==> config.mk <==
export PLATFORM = sky130hd
export DESIGN_NAME = spi_mem_frontend
export DESIGN_NICKNAME = d
export VERILOG_FILES = /design/src/rtl/spimem_pkg.sv /design/src/rtl/spimem_sync.sv /design/src/rtl/spimem_pagebuf.sv /design/src/rtl/spi_mem_frontend.sv
export SDC_FILE = /design/constraint.sdc
export NUM_CORES = 1
export LEC_CHECK = 0
export ABC_CLOCK_PERIOD_IN_PS = 3500
export BUFFER_PORTS_ARGS = -buffer_cell sky130_fd_sc_hd__buf_2
export CAP_MARGIN = 15
export CORE_MARGIN = 4
export CORE_UTILIZATION = 55
export DETAILED_ROUTE_END_ITERATION = 16
export GPL_TIMING_DRIVEN = 0
export MAX_ROUTING_LAYER = met4
export PLACE_DENSITY = 0.68
export SKIP_LAST_GASP = 1
export SYNTH_ARGS = -nofsm -noshare
export SYNTH_HDL_FRONTEND = slang
export SYNTH_SLANG_ARGS = --single-unit
==> constraint.sdc <==
create_clock -name clk -period 3.5 [get_ports clk]
set_input_delay 0.35 -clock clk [delete_from_list [all_inputs] [get_ports clk]]
set_output_delay 0.35 -clock clk [all_outputs]
set_load 0.01 [all_outputs]
==> src/rtl/spimem_pkg.sv <==
package spimem_pkg;

    typedef enum logic [3:0] {
        PH_IDLE,
        PH_CMD,
        PH_AHI,
        PH_ALO,
        PH_WDATA,
        PH_RDATA,
        PH_STAT,
        PH_WSTAT,
        PH_SKIP
    } phase_e;

    localparam logic [7:0] OP_WREN  = 8'h06;
    localparam logic [7:0] OP_WRDI  = 8'h04;
    localparam logic [7:0] OP_RDSR  = 8'h05;
    localparam logic [7:0] OP_WRSR  = 8'h01;
    localparam logic [7:0] OP_READ  = 8'h03;
    localparam logic [7:0] OP_WRITE = 8'h02;

    function automatic logic [7:0] status_byte(input logic lock, input logic [1:0] prot,
                                               input logic wel, input logic busy);
        return {lock, 3'b000, prot, wel, busy};
    endfunction

endpackage

==> src/rtl/spimem_sync.sv <==
module spimem_sync #(
    parameter int               WIDTH   = 4,
    parameter int               STAGES  = 2,
    parameter logic [WIDTH-1:0] RST_VAL = '0
) (
    input  logic             clk,
    input  logic             rst,
    input  logic [WIDTH-1:0] d,
    output logic [WIDTH-1:0] q
);
    logic [STAGES-1:0][WIDTH-1:0] stg;

    always_ff @(posedge clk) begin
        if (rst) begin
            stg <= {STAGES{RST_VAL}};
        end else begin
            stg[0] <= d;
            for (int i = 1; i < STAGES; i++) stg[i] <= stg[i-1];
        end
    end

    assign q = stg[STAGES-1];
endmodule

==> src/rtl/spimem_pagebuf.sv <==
module spimem_pagebuf #(
    parameter int ADDR_W = 15,
    parameter int PAGE_W = 6,
    parameter int DATA_W = 8
) (
    input  logic                     clk,
    input  logic                     rst,
    input  logic                     clear,
    input  logic                     wr_en,
    input  logic [PAGE_W-1:0]        wr_off,
    input  logic [DATA_W-1:0]        wr_data,
    input  logic                     drain_go,
    input  logic [ADDR_W-PAGE_W-1:0] drain_page,
    output logic                     out_en,
    output logic [ADDR_W-1:0]        out_addr,
    output logic [DATA_W-1:0]        out_data
);
    localparam int DEPTH = 1 << PAGE_W;

    logic [DATA_W-1:0]        store [DEPTH];
    logic [DEPTH-1:0]         valid;
    logic                     active;
    logic [PAGE_W-1:0]        idx;
    logic [ADDR_W-PAGE_W-1:0] page_q;

    always_ff @(posedge clk) begin
        if (wr_en) store[wr_off] <= wr_data;
    end

    always_ff @(posedge clk) begin
        if (rst || clear) valid <= '0;
        else if (wr_en)   valid[wr_off] <= 1'b1;
    end

    always_ff @(posedge clk) begin
        if (rst) begin
            active   <= 1'b0;
            idx      <= '0;
            page_q   <= '0;
            out_en   <= 1'b0;
            out_addr <= '0;
            out_data <= '0;
        end else begin
            out_en <= 1'b0;
            if (drain_go) begin
                active <= 1'b1;
                idx    <= '0;
                page_q <= drain_page;
            end else if (active) begin
                out_en   <= valid[idx];
                out_addr <= {page_q, idx};
                out_data <= store[idx];
                idx      <= idx + PAGE_W'(1);
                if (idx == PAGE_W'(DEPTH - 1)) active <= 1'b0;
            end
        end
    end

    AST_DRAIN_NO_FILL: assert property (@(posedge clk) disable iff (rst) active |-> !(wr_en || clear)) else $error("buffer touched while draining");
endmodule

==> src/rtl/spi_mem_frontend.sv <==
module spi_mem_frontend
    import spimem_pkg::*;
#(
    parameter int ADDR_W      = 15,
    parameter int PAGE_W      = 6,
    parameter int TW_CYCLES   = 2000,
    parameter int SYNC_STAGES = 2
) (
    input  logic              clk,
    input  logic              rst,
    input  logic              spi_csn,
    input  logic              spi_sck,
    input  logic              spi_mosi,
    input  logic              spi_holdn,
    output logic              spi_miso,
    output logic              spi_miso_oe,
    output logic [ADDR_W-1:0] mem_rd_addr,
    input  logic [7:0]        mem_rd_data,
    output logic              mem_wr_en,
    output logic [ADDR_W-1:0] mem_wr_addr,
    output logic [7:0]        mem_wr_data
);
    localparam int TW_W = $clog2(TW_CYCLES + 1);

    // synchronised pins; select resets low so a low line at boot is no edge
    logic csn_s, sck_s, mosi_s, holdn_s;
    spimem_sync #(.WIDTH(4), .STAGES(SYNC_STAGES), .RST_VAL(4'b0001)) u_sync (
        .clk (clk),
        .rst (rst),
        .d   ({spi_csn, spi_sck, spi_mosi, spi_holdn}),
        .q   ({csn_s, sck_s, mosi_s, holdn_s})
    );

    logic csn_q, sck_q;
    always_ff @(posedge clk) begin
        if (rst) begin
            csn_q <= 1'b0;
            sck_q <= 1'b0;
        end else begin
            csn_q <= csn_s;
            sck_q <= sck_s;
        end
    end

    logic cs_start, cs_end, sck_rise, sck_fall;
    assign cs_start = csn_q & ~csn_s;
    assign cs_end   = ~csn_q & csn_s;
    assign sck_rise = sck_s & ~sck_q;
    assign sck_fall = ~sck_s & sck_q;

    logic selected, held, boot_hi;
    always_ff @(posedge clk) begin
        if (rst) begin
            selected <= 1'b0;
            boot_hi  <= 1'b0;
        end else begin
            if (csn_s) boot_hi <= 1'b1;
            if (cs_end)        selected <= 1'b0;
            else if (cs_start) selected <= 1'b1;
        end
    end

    always_ff @(posedge clk) begin
        if (rst || csn_s)                  held <= 1'b0;
        else if (!held && !holdn_s && !sck_s) held <= 1'b1;
        else if (held && holdn_s && !sck_s)   held <= 1'b0;
    end

    logic live;
    assign live = selected & ~held & ~csn_s;

    // transaction state
    phase_e            phase;
    logic [2:0]        bit_cnt;
    logic [7:0]        rx_sh;
    logic [ADDR_W-1:0] addr;
    logic              is_read, have_data, wsr_lock;
    logic [1:0]        wsr_prot;
    logic [6:0]        tx_sh;
    logic              miso_q, tx_live;

    // status
    logic            lock_q, wel, wip;
    logic [1:0]      prot_q;
    logic [TW_W-1:0] tw_cnt;

    logic [7:0] rx_next, tx_src;
    logic       byte_done, out_phase, commit_ok, commit_page, commit_stat;
    logic       dec_wren, dec_wrdi;

    assign rx_next   = {rx_sh[6:0], mosi_s};
    assign byte_done = live & sck_rise & (phase != PH_IDLE) & (bit_cnt == 3'd7);
    assign out_phase = (phase == PH_RDATA) || (phase == PH_STAT);
    assign tx_src    = (phase == PH_STAT) ? status_byte(lock_q, prot_q, wel, wip) : mem_rd_data;
    assign dec_wren  = byte_done & (phase == PH_CMD) & ~wip & (rx_next == OP_WREN);
    assign dec_wrdi  = byte_done & (phase == PH_CMD) & ~wip & (rx_next == OP_WRDI);
    assign commit_ok   = cs_end & selected & ~held & (bit_cnt == 3'd0) & have_data;
    assign commit_page = commit_ok & (phase == PH_WDATA);
    assign commit_stat = commit_ok & (phase == PH_WSTAT);

    always_ff @(posedge clk) begin
        if (rst) begin
            phase     <= PH_IDLE;
            bit_cnt   <= '0;
            rx_sh     <= '0;
            addr      <= '0;
            is_read   <= 1'b0;
            have_data <= 1'b0;
            wsr_lock  <= 1'b0;
            wsr_prot  <= '0;
            tx_sh     <= '0;
            miso_q    <= 1'b0;
            tx_live   <= 1'b0;
        end else if (cs_start) begin
            phase     <= PH_CMD;
            bit_cnt   <= '0;
            have_data <= 1'b0;
            tx_live   <= 1'b0;
        end else if (cs_end) begin
            phase   <= PH_IDLE;
            tx_live <= 1'b0;
        end else if (live && sck_rise && phase != PH_IDLE) begin
            bit_cnt <= bit_cnt + 3'd1;
            rx_sh   <= rx_next;
            if (bit_cnt == 3'd7) begin
                unique case (phase)
                    PH_CMD: begin
                        if (wip && rx_next != OP_RDSR) phase <= PH_SKIP;
                        else begin
                            unique case (rx_next)
                                OP_RDSR:  phase <= PH_STAT;
                                OP_WRSR:  phase <= wel ? PH_WSTAT : PH_SKIP;
                                OP_READ:  begin phase <= PH_AHI; is_read <= 1'b1; end
                                OP_WRITE: begin phase <= wel ? PH_AHI : PH_SKIP; is_read <= 1'b0; end
                                default:  phase <= PH_SKIP;
                            endcase
                        end
                    end
                    PH_AHI: begin
                        addr[ADDR_W-1:8] <= rx_next[ADDR_W-9:0];
                        phase <= PH_ALO;
                    end
                    PH_ALO: begin
                        addr[7:0] <= rx_next;
                        phase     <= is_read ? PH_RDATA : PH_WDATA;
                    end
                    PH_WDATA: begin
                        addr[PAGE_W-1:0] <= addr[PAGE_W-1:0] + PAGE_W'(1);
                        have_data        <= 1'b1;
                    end
                    PH_RDATA: addr <= addr + ADDR_W'(1);
                    PH_WSTAT: begin
                        if (!have_data) begin
                            wsr_lock <= rx_next[7];
                            wsr_prot <= rx_next[3:2];
                        end
                        have_data <= 1'b1;
                    end
                    default: ;
                endcase
            end
        end else if (live && sck_fall && out_phase) begin
            tx_live <= 1'b1;
            if (bit_cnt == 3'd0) begin
                miso_q <= tx_src[7];
                tx_sh  <= tx_src[6:0];
            end else begin
                miso_q <= tx_sh[6];
                tx_sh  <= {tx_sh[5:0], 1'b0};
            end
        end
    end

    always_ff @(posedge clk) begin
        if (rst) begin
            wel    <= 1'b0;
            wip    <= 1'b0;
            tw_cnt <= '0;
            lock_q <= 1'b0;
            prot_q <= '0;
        end else if (commit_page || commit_stat) begin
            wip    <= 1'b1;
            tw_cnt <= TW_W'(TW_CYCLES);
            if (commit_stat) begin
                lock_q <= wsr_lock;
                prot_q <= wsr_prot;
            end
        end else if (wip) begin
            tw_cnt <= tw_cnt - TW_W'(1);
            if (tw_cnt == TW_W'(1)) begin
                wip <= 1'b0;
                wel <= 1'b0;
            end
        end else if (dec_wren) begin
            wel <= 1'b1;
        end else if (dec_wrdi) begin
            wel <= 1'b0;
        end
    end

    spimem_pagebuf #(.ADDR_W(ADDR_W), .PAGE_W(PAGE_W), .DATA_W(8)) u_pagebuf (
        .clk        (clk),
        .rst        (rst),
        .clear      (byte_done & (phase == PH_ALO) & ~is_read),
        .wr_en      (byte_done & (phase == PH_WDATA)),
        .wr_off     (addr[PAGE_W-1:0]),
        .wr_data    (rx_next),
        .drain_go   (commit_page),
        .drain_page (addr[ADDR_W-1:PAGE_W]),
        .out_en     (mem_wr_en),
        .out_addr   (mem_wr_addr),
        .out_data   (mem_wr_data)
    );

    assign spi_miso    = miso_q;
    assign spi_miso_oe = selected & ~held & ~csn_s & tx_live;
    assign mem_rd_addr = addr;

    AST_BOOT_GUARD: assert property (@(posedge clk) disable iff (rst) selected |-> boot_hi) else $error("selected without prior high select");
    AST_COMMIT_AT_DESELECT: assert property (@(posedge clk) disable iff (rst) $rose(wip) |-> $past(csn_s)) else $error("busy began while selected");
    AST_BUSY_END_DROPS_WEL: assert property (@(posedge clk) disable iff (rst) $fell(wip) |-> !wel) else $error("latch left set after busy");
    AST_HOLD_QUIET: assert property (@(posedge clk) disable iff (rst) held |-> !spi_miso_oe) else $error("output enabled while held");
    AST_WRITE_ONLY_BUSY: assert property (@(posedge clk) disable iff (rst) mem_wr_en |-> wip) else $error("array write outside busy window");
endmodule

Word level (Yosys, flattened, before mapping)
Memories as Yosys holds them, arrays and structs flattened. A register that Yosys moved wholly into a read port is not among the register bits.
Index checks and enable logic that the tools add are counted.
{ "classes": {"eq_ne": 18, "add_sub_neg": 5, "mux": 37, "order_cmp": 3, "n_reduce_logical": 52, "bitwise": 39} }
{ "ops": {"columns": ["op", "n"], "rows": [
  ["OR 64 bit", 1],
  ["equality test 8 x 3 -> 1 bit (second input constant)", 3],
  ["bitwise AND 1 bit", 23],
  ["two-way mux 1 bit", 22],
  ["two-way mux 11 bit", 2],
  ["case mux 6 bit (3 select lines)", 1],
  ["equality test 4 x 3 -> 1 bit (second input constant)", 4],
  ["equality test 8 x 2 -> 1 bit (second input constant)", 2],
  ["case mux 4 bit (4 select lines)", 1],
  ["adder 15 x 1 -> 15 bit (second input constant)", 1],
  ["NOT 1 bit", 15],
  ["AND reduction 5 bit", 3],
  ["nonzero test 3 bit", 5],
  ["< comparator 6 x 7 -> 1 bit (second input constant)", 2],
  ["case mux 7 bit (2 select lines)", 1],
  ["adder 6 x 1 -> 6 bit (second input constant)", 2],
  ["two-way mux 4 bit", 3],
  ["case mux 4 bit (3 select lines)", 1],
  ["AND reduction 3 bit", 4],
  ["equality test 11 x 1 -> 1 bit (second input constant)", 1],
  ["subtractor 11 x 1 -> 11 bit (second input constant)", 1],
  ["logical AND 1 bit", 10],
  ["nonzero test 2 bit", 5],
  ["OR reduction 2 bit", 5],
  ["25 further kinds", 36]
]} }
{ "word_totals": {"in_bits": 14, "regBits": 167, "word_cells": 187, "output_inout_bits": 41, "mem_count": 1, "ramBits": 512} }
{ "memory_table": {"columns": ["memory", "words", "width", "read_ports", "rd_ports_with_merged_regs", "write_ports", "line_no", "source"], "rows": [
  ["u_pagebuf.store", 64, 8, 1, 1, 1, "spimem_pagebuf.sv:20", "logic [DATA_W-1:0] store [DEPTH];"]
]} }

Logic depth before layout (Yosys ltp)
{ "logic_depth": {"word_depth": 12, "ltp_mapped": 10, "depth_no_buf": 7} }

Hierarchy
From an unflattened synthesis, not the netlist that was laid out.
{ "hier_totals": {"hier_cells": 1720, "hier_area_um2": 27358.7} }
{ "by_module_without_submodules": {"columns": ["mod", "cells_each", "area_per_inst_um2", "seq_area_each_um2", "instances"], "rows": [
  ["spimem_pagebuf", 1276, 23732.8, 17456.7, 1],
  ["spi_mem_frontend", 424, 3385.7, 1261.2, 1],
  ["spimem_sync", 20, 240.2, 160.2, 1]
]} }

Worst setup path after synthesis
Ideal clock, no wire load.
{ "synth_path": {"kind": "register to register", "from": "register phase[2]", "to": "memory u_pagebuf.store[0][0] (enable)", "setup_ps": 370, "synth_period_minus_slack_ps": 2393, "arrival_time_ps": 2022, "path_stages_with_launch": 6, "path_slack_ps": 1107, "required_time_ps": 3130, "path_buffers": 1, "path_cell_list": "dfxtp_1 -> nor4b_1 -> buf_2 -> nor3b_1 -> nand2_1 -> nor2_1"} }
{ "synth_between": {"elab_chain_len": 6, "word_cells_on_any_way": 7, "cone_classes": "eq/ne: 1; mux: 2; bitwise: 3; reduce/logical: 1"} }
{ "synth_rtl": {"columns": ["element", "line_no", "source"], "rows": [
  ["start, declared", "spi_mem_frontend.sv:73", "phase_e phase;"],
  ["start signal, assigned", "spi_mem_frontend.sv:132", "OP_WRSR: phase <= wel ? PH_WSTAT : PH_SKIP;"],
  ["start signal, assigned", "spi_mem_frontend.sv:145", "phase <= is_read ? PH_RDATA : PH_WDATA;"],
  ["nonzero test 4 bit", "spi_mem_frontend.sv:92", "assign byte_done = live & sck_rise & (phase != PH_IDLE) & (bit_cnt == 3'd7);"],
  ["bitwise AND 1 bit (2 in a row)", "spi_mem_frontend.sv:92", null],
  ["bitwise AND 1 bit (*)", "spi_mem_frontend.sv:205", ".wr_en (byte_done & (phase == PH_WDATA)),"],
  ["two-way mux 1 bit (*)", "spimem_pagebuf.sv:27", "if (wr_en) store[wr_off] <= wr_data;"],
  ["two-way mux 1 bit (implied by the code) (*)", "spimem_pagebuf.sv:27", null],
  ["end, declared", "spimem_pagebuf.sv:20", null]
]} }
Every way passes the cells marked *; elsewhere a longest branch is shown, timed or not.

Final worst setup path
{ "layout_path": {"from": "register phase[2]", "to": "memory u_pagebuf.store[2][6] (enable)"} }
Same word-level chain as after synthesis.

==> results.md <==
- Status: finished with violations
- Failing checks: setup timing
- Tot Pwr: around 16 mW
- Residual DRC: 0
- Peak supply drop: between 0.4 and 0.5 mV
- Worst reg2reg path depth: 5
- Dpl cells: roughly 2500
- Levels on crit path: 5
- Post-synth cell types: 79
- Register area: 18900 µm²
- #FFs+latches synth: between 600 and 700
- Period utilisation layout: 102%
- Pre-antenna DRT Iters: 8
- Pin count of the biggest net entering global routing: ~50
- Worst hold path class: in -> reg
- DR iter-0 viols: roughly 2500
- CTS Buf Count: between 60 and 70
- Crit path launch type: flip-flop
- Root Driver: clkbuf_16
- Pre-CTS setup slack: -0.181 ns
- Clock latency on the worst-skew pair: 0.61 ns
- Crit-path cells: nor4b_1 -> buf_2 -> nor3b_1 -> nand2_1 -> nor2_1
- Main synth FF type: edfxtp_1
- Final min period: 3.57 ns
- MaxCap Viol Count: 0
- Setup ws final: -0.0706 ns
- PwrDens: about 520 nW/µm²
- Synthesized area: around 28000 µm²
- Final Instance Count excl. Fillers: about 2600
- GRT Resource Usage Total: 30.0%
- Lkg Pwr: slightly above 10 nW
- Layout net count: roughly 1900
- Vias: between 15000 and 20000
- Req. time, crit path: between 3 and 4 ns
- Total I/O pin count: 55
- Crit-path slowest cell: nor2_1
- Setup Fix Bufs, Post-CTS: 0
- Routability congestion estimate: 0.966
- Worst hold stages: 5
- Clock slew at reported path FFs: about 0.060 ns
- CTS tree: done
- Net Count, Synth: about 1800
- Final HPWL DP: approximately 52000 µm
- Die Area: ~54000 µm²
- Detail Route Antenna Nets: 0
- Total overflow reported by the global router: 0
- CTS sink cnt: around 690
- Slew HR: approximately 17%
- CORE AREA: 49400 µm²
- # fillers: roughly 3600
- Worst path max stage delay: 0.84 ns
- Commonest cells in the netlist: edfxtp_1, dfxtp_1, nor2_1
- Area Growth Syn to Fin: 13.2%
- Fin. Hold Viols: 0
- Worst slew pin tran: ~1.2 ns
- Final setup skew: between 0.02 and 0.03 ns
- Initial antenna violation count: 2
- CP Max Fanout: 10
- Share of the synthesized area in the top cell type: between 50% and 60%
- Critical path arrival: roughly 3.8 ns
- WP buf/inv: 1
- Count leader, synth: edfxtp_1
- Max H-tree Level: 3
- DR vias/cell: ~6.5
- Die width: ~230 µm
- Kind of critical path: reg -> reg
- RSZ-0062 raised after global routing: true
- Post-synthesis async set-or-reset flop share: 0%
- Multi-input combinational cell area: ~8100 µm²
- Final setup TNS: -0.969 ns
- Crit end category: flip-flop
- Layout cells sized above 1: around a fifth
- Setup violations, final: 24
- Synth warn: 0
- Final wirelength: around 78000 µm
- WL per Instance: 29.7 µm
- Slew Viols, Final: 0
- IO buf count: between 50 and 60
- Post-synth EDFFs: between 500 and 600
- Largest cells by area after synthesis: edfxtp_1, dfxtp_1, mux4_2, mux2i_1, nor2_1
- First-pass GRT wire length: about 110000 µm
- Area leader, netlist: edfxtp_1
- Initial Utilization: ~56%
- Cells after synthesis: 1756
- Max Clk Rate: 0.280 GHz
- Vias in the first global route: ~17000
- Die Y: around 230 µm
- CTS Buffer Depth: 3
- CP delay by family, top: simple AND/OR/NAND/NOR gates
- Row cnt: 81
- Register area share after synthesis: between 60% and 70%
- Mapped Avg Cell Area: around 16 µm²
==> per-stage QoR <==
| step | util (%) | instance area, µm² | hold WS [ns] |
|---|---|---|---|
| after global routing | 63.5 | 31300 | 0.177 |
| after CTS | 63.3 | 31300 | 0.145 |
| after global placement | 58.3 | 28800 | 0.394 |
| after floorplan | - | 27700 | 0.389 |
| final | 63.5 | 31300 | 0.180 |
| after detailed placement | 58.7 | 29000 | 0.397 |
==> placed cells by master, fill, tap and decap left out, types with 10 or more instances in the layout <==
cell	instances
nor2_1	148
a211oi_1	20
nand3b_1	10
clkbuf_1	65
nand4_1	14
clkbuf_16	73
buf_4	14
mux4_2	122
nand2_1	84
mux2i_1	91
nor3_1	31
dfxtp_1	167
o221ai_1	10
a21oi_1	52
nor2_2	19
inv_1	16
o22ai_1	10
xnor2_1	12
and3_1	12
o21ai_0	20
nand3_1	26
o21a_1	69
buf_2	88
nor2b_1	26
buf_6	14
edfxtp_1	512
==> what timing repair did <==
action                                  in CTS  in global routing
gates resized for setup                      2                 20
pin swaps                                    0                  0
hold buffers                                 4                  0
endpoints found under the setup margin       1                207
hold endpoints to repair                     4                  0
==> metal layers <==
| layer | share of wire (%) | vias up | GRT usage [%] |
|---|---|---|---|
| li1 | - | 7122 | - |
| met3 | 10 | 208 | 6.24 |
| met4 | 4.4 | 0 | 10.8 |
| met2 | 46 | 1050 | 44.6 |
| met1 | 39 | 8651 | 41.8 |
| met5 | 0 | - | - |
==> where the power goes <==
group          internal, mW  switching [mW]  leakage, nW
clock network          4.29            3.08         1.11
registers              8.65         0.00869         6.14
logic                0.0367          0.0736         2.93
==> tightest hold or removal path: cells and delay by family <==
kind / cells / cell delay, ns
multiplexers: 2 / 0.14
AND/OR/NAND/NOR: 2 / 0.18
buffers and inverters: 1 / 0.08
==> logic make-up after synthesis <==
| kind of cell | count (synthesis) | synth area share [%] |
|---|---|---|
| AOI/OAI and AO/OA | 253 | 6.54 |
| xor gates and xnor gates | 16 | 0.506 |
| adders and majority gates | 10 | 0.443 |
| buffers and inverters | 130 | 2.54 |
| DFF | 687 | 68.2 |
| muxes | 227 | 14.1 |
| and+or+nand+nor | 433 | 7.66 |
==> cell type report <==
| cell class | instances | area share (%) |
|---|---|---|
| sequential | 687 | 60.3 |
| multi-input combinational | 939 | 26.0 |
| clock buffer | 100 | 6.38 |
| tap | 664 | 2.65 |
| buffer | 113 | 2.05 |
| timing repair buffer | 67 | 1.54 |
| clock inverter | 27 | 0.835 |
| inverter | 17 | 0.204 |
| antenna | 1 | 0.00799 |
==> final timing paths <==
| check | from | to | slack, ns |
|---|---|---|---|
| max | phase[2]$_SDFFE_PP0P_ | u_pagebuf.store[2][6]$_DFFE_PP_ | -0.07 |
| min | mem_rd_data[0] | tx_sh[0]$_SDFFE_PP0P_ | 0.18 |
| max reg2reg | phase[2]$_SDFFE_PP0P_ | u_pagebuf.store[2][6]$_DFFE_PP_ | -0.07 |
| min reg2reg | u_sync.stg[0]$_SDFF_PP1_ | u_sync.q[0]$_SDFF_PP1_ | 0.42 |
==> sequential cells by signal, indices dropped and copies added, names as in the netlist, 2 cells and up <==
| register | count |
|---|---|
| tx_sh | 7 |
| u_sync.q | 4 |
| u_pagebuf.idx | 6 |
| rx_sh | 7 |
| wsr_prot | 2 |
| prot_q | 2 |
| u_pagebuf.store | 512 |
| tw_cnt | 11 |
| phase | 4 |
| u_pagebuf.out_addr | 15 |
| u_pagebuf.page_q | 9 |
| u_sync.stg | 4 |
| u_pagebuf.out_data | 8 |
| bit_cnt | 3 |
| mem_rd_addr | 15 |
| u_pagebuf.valid | 64 |
(Power assumes the default switching activity.)
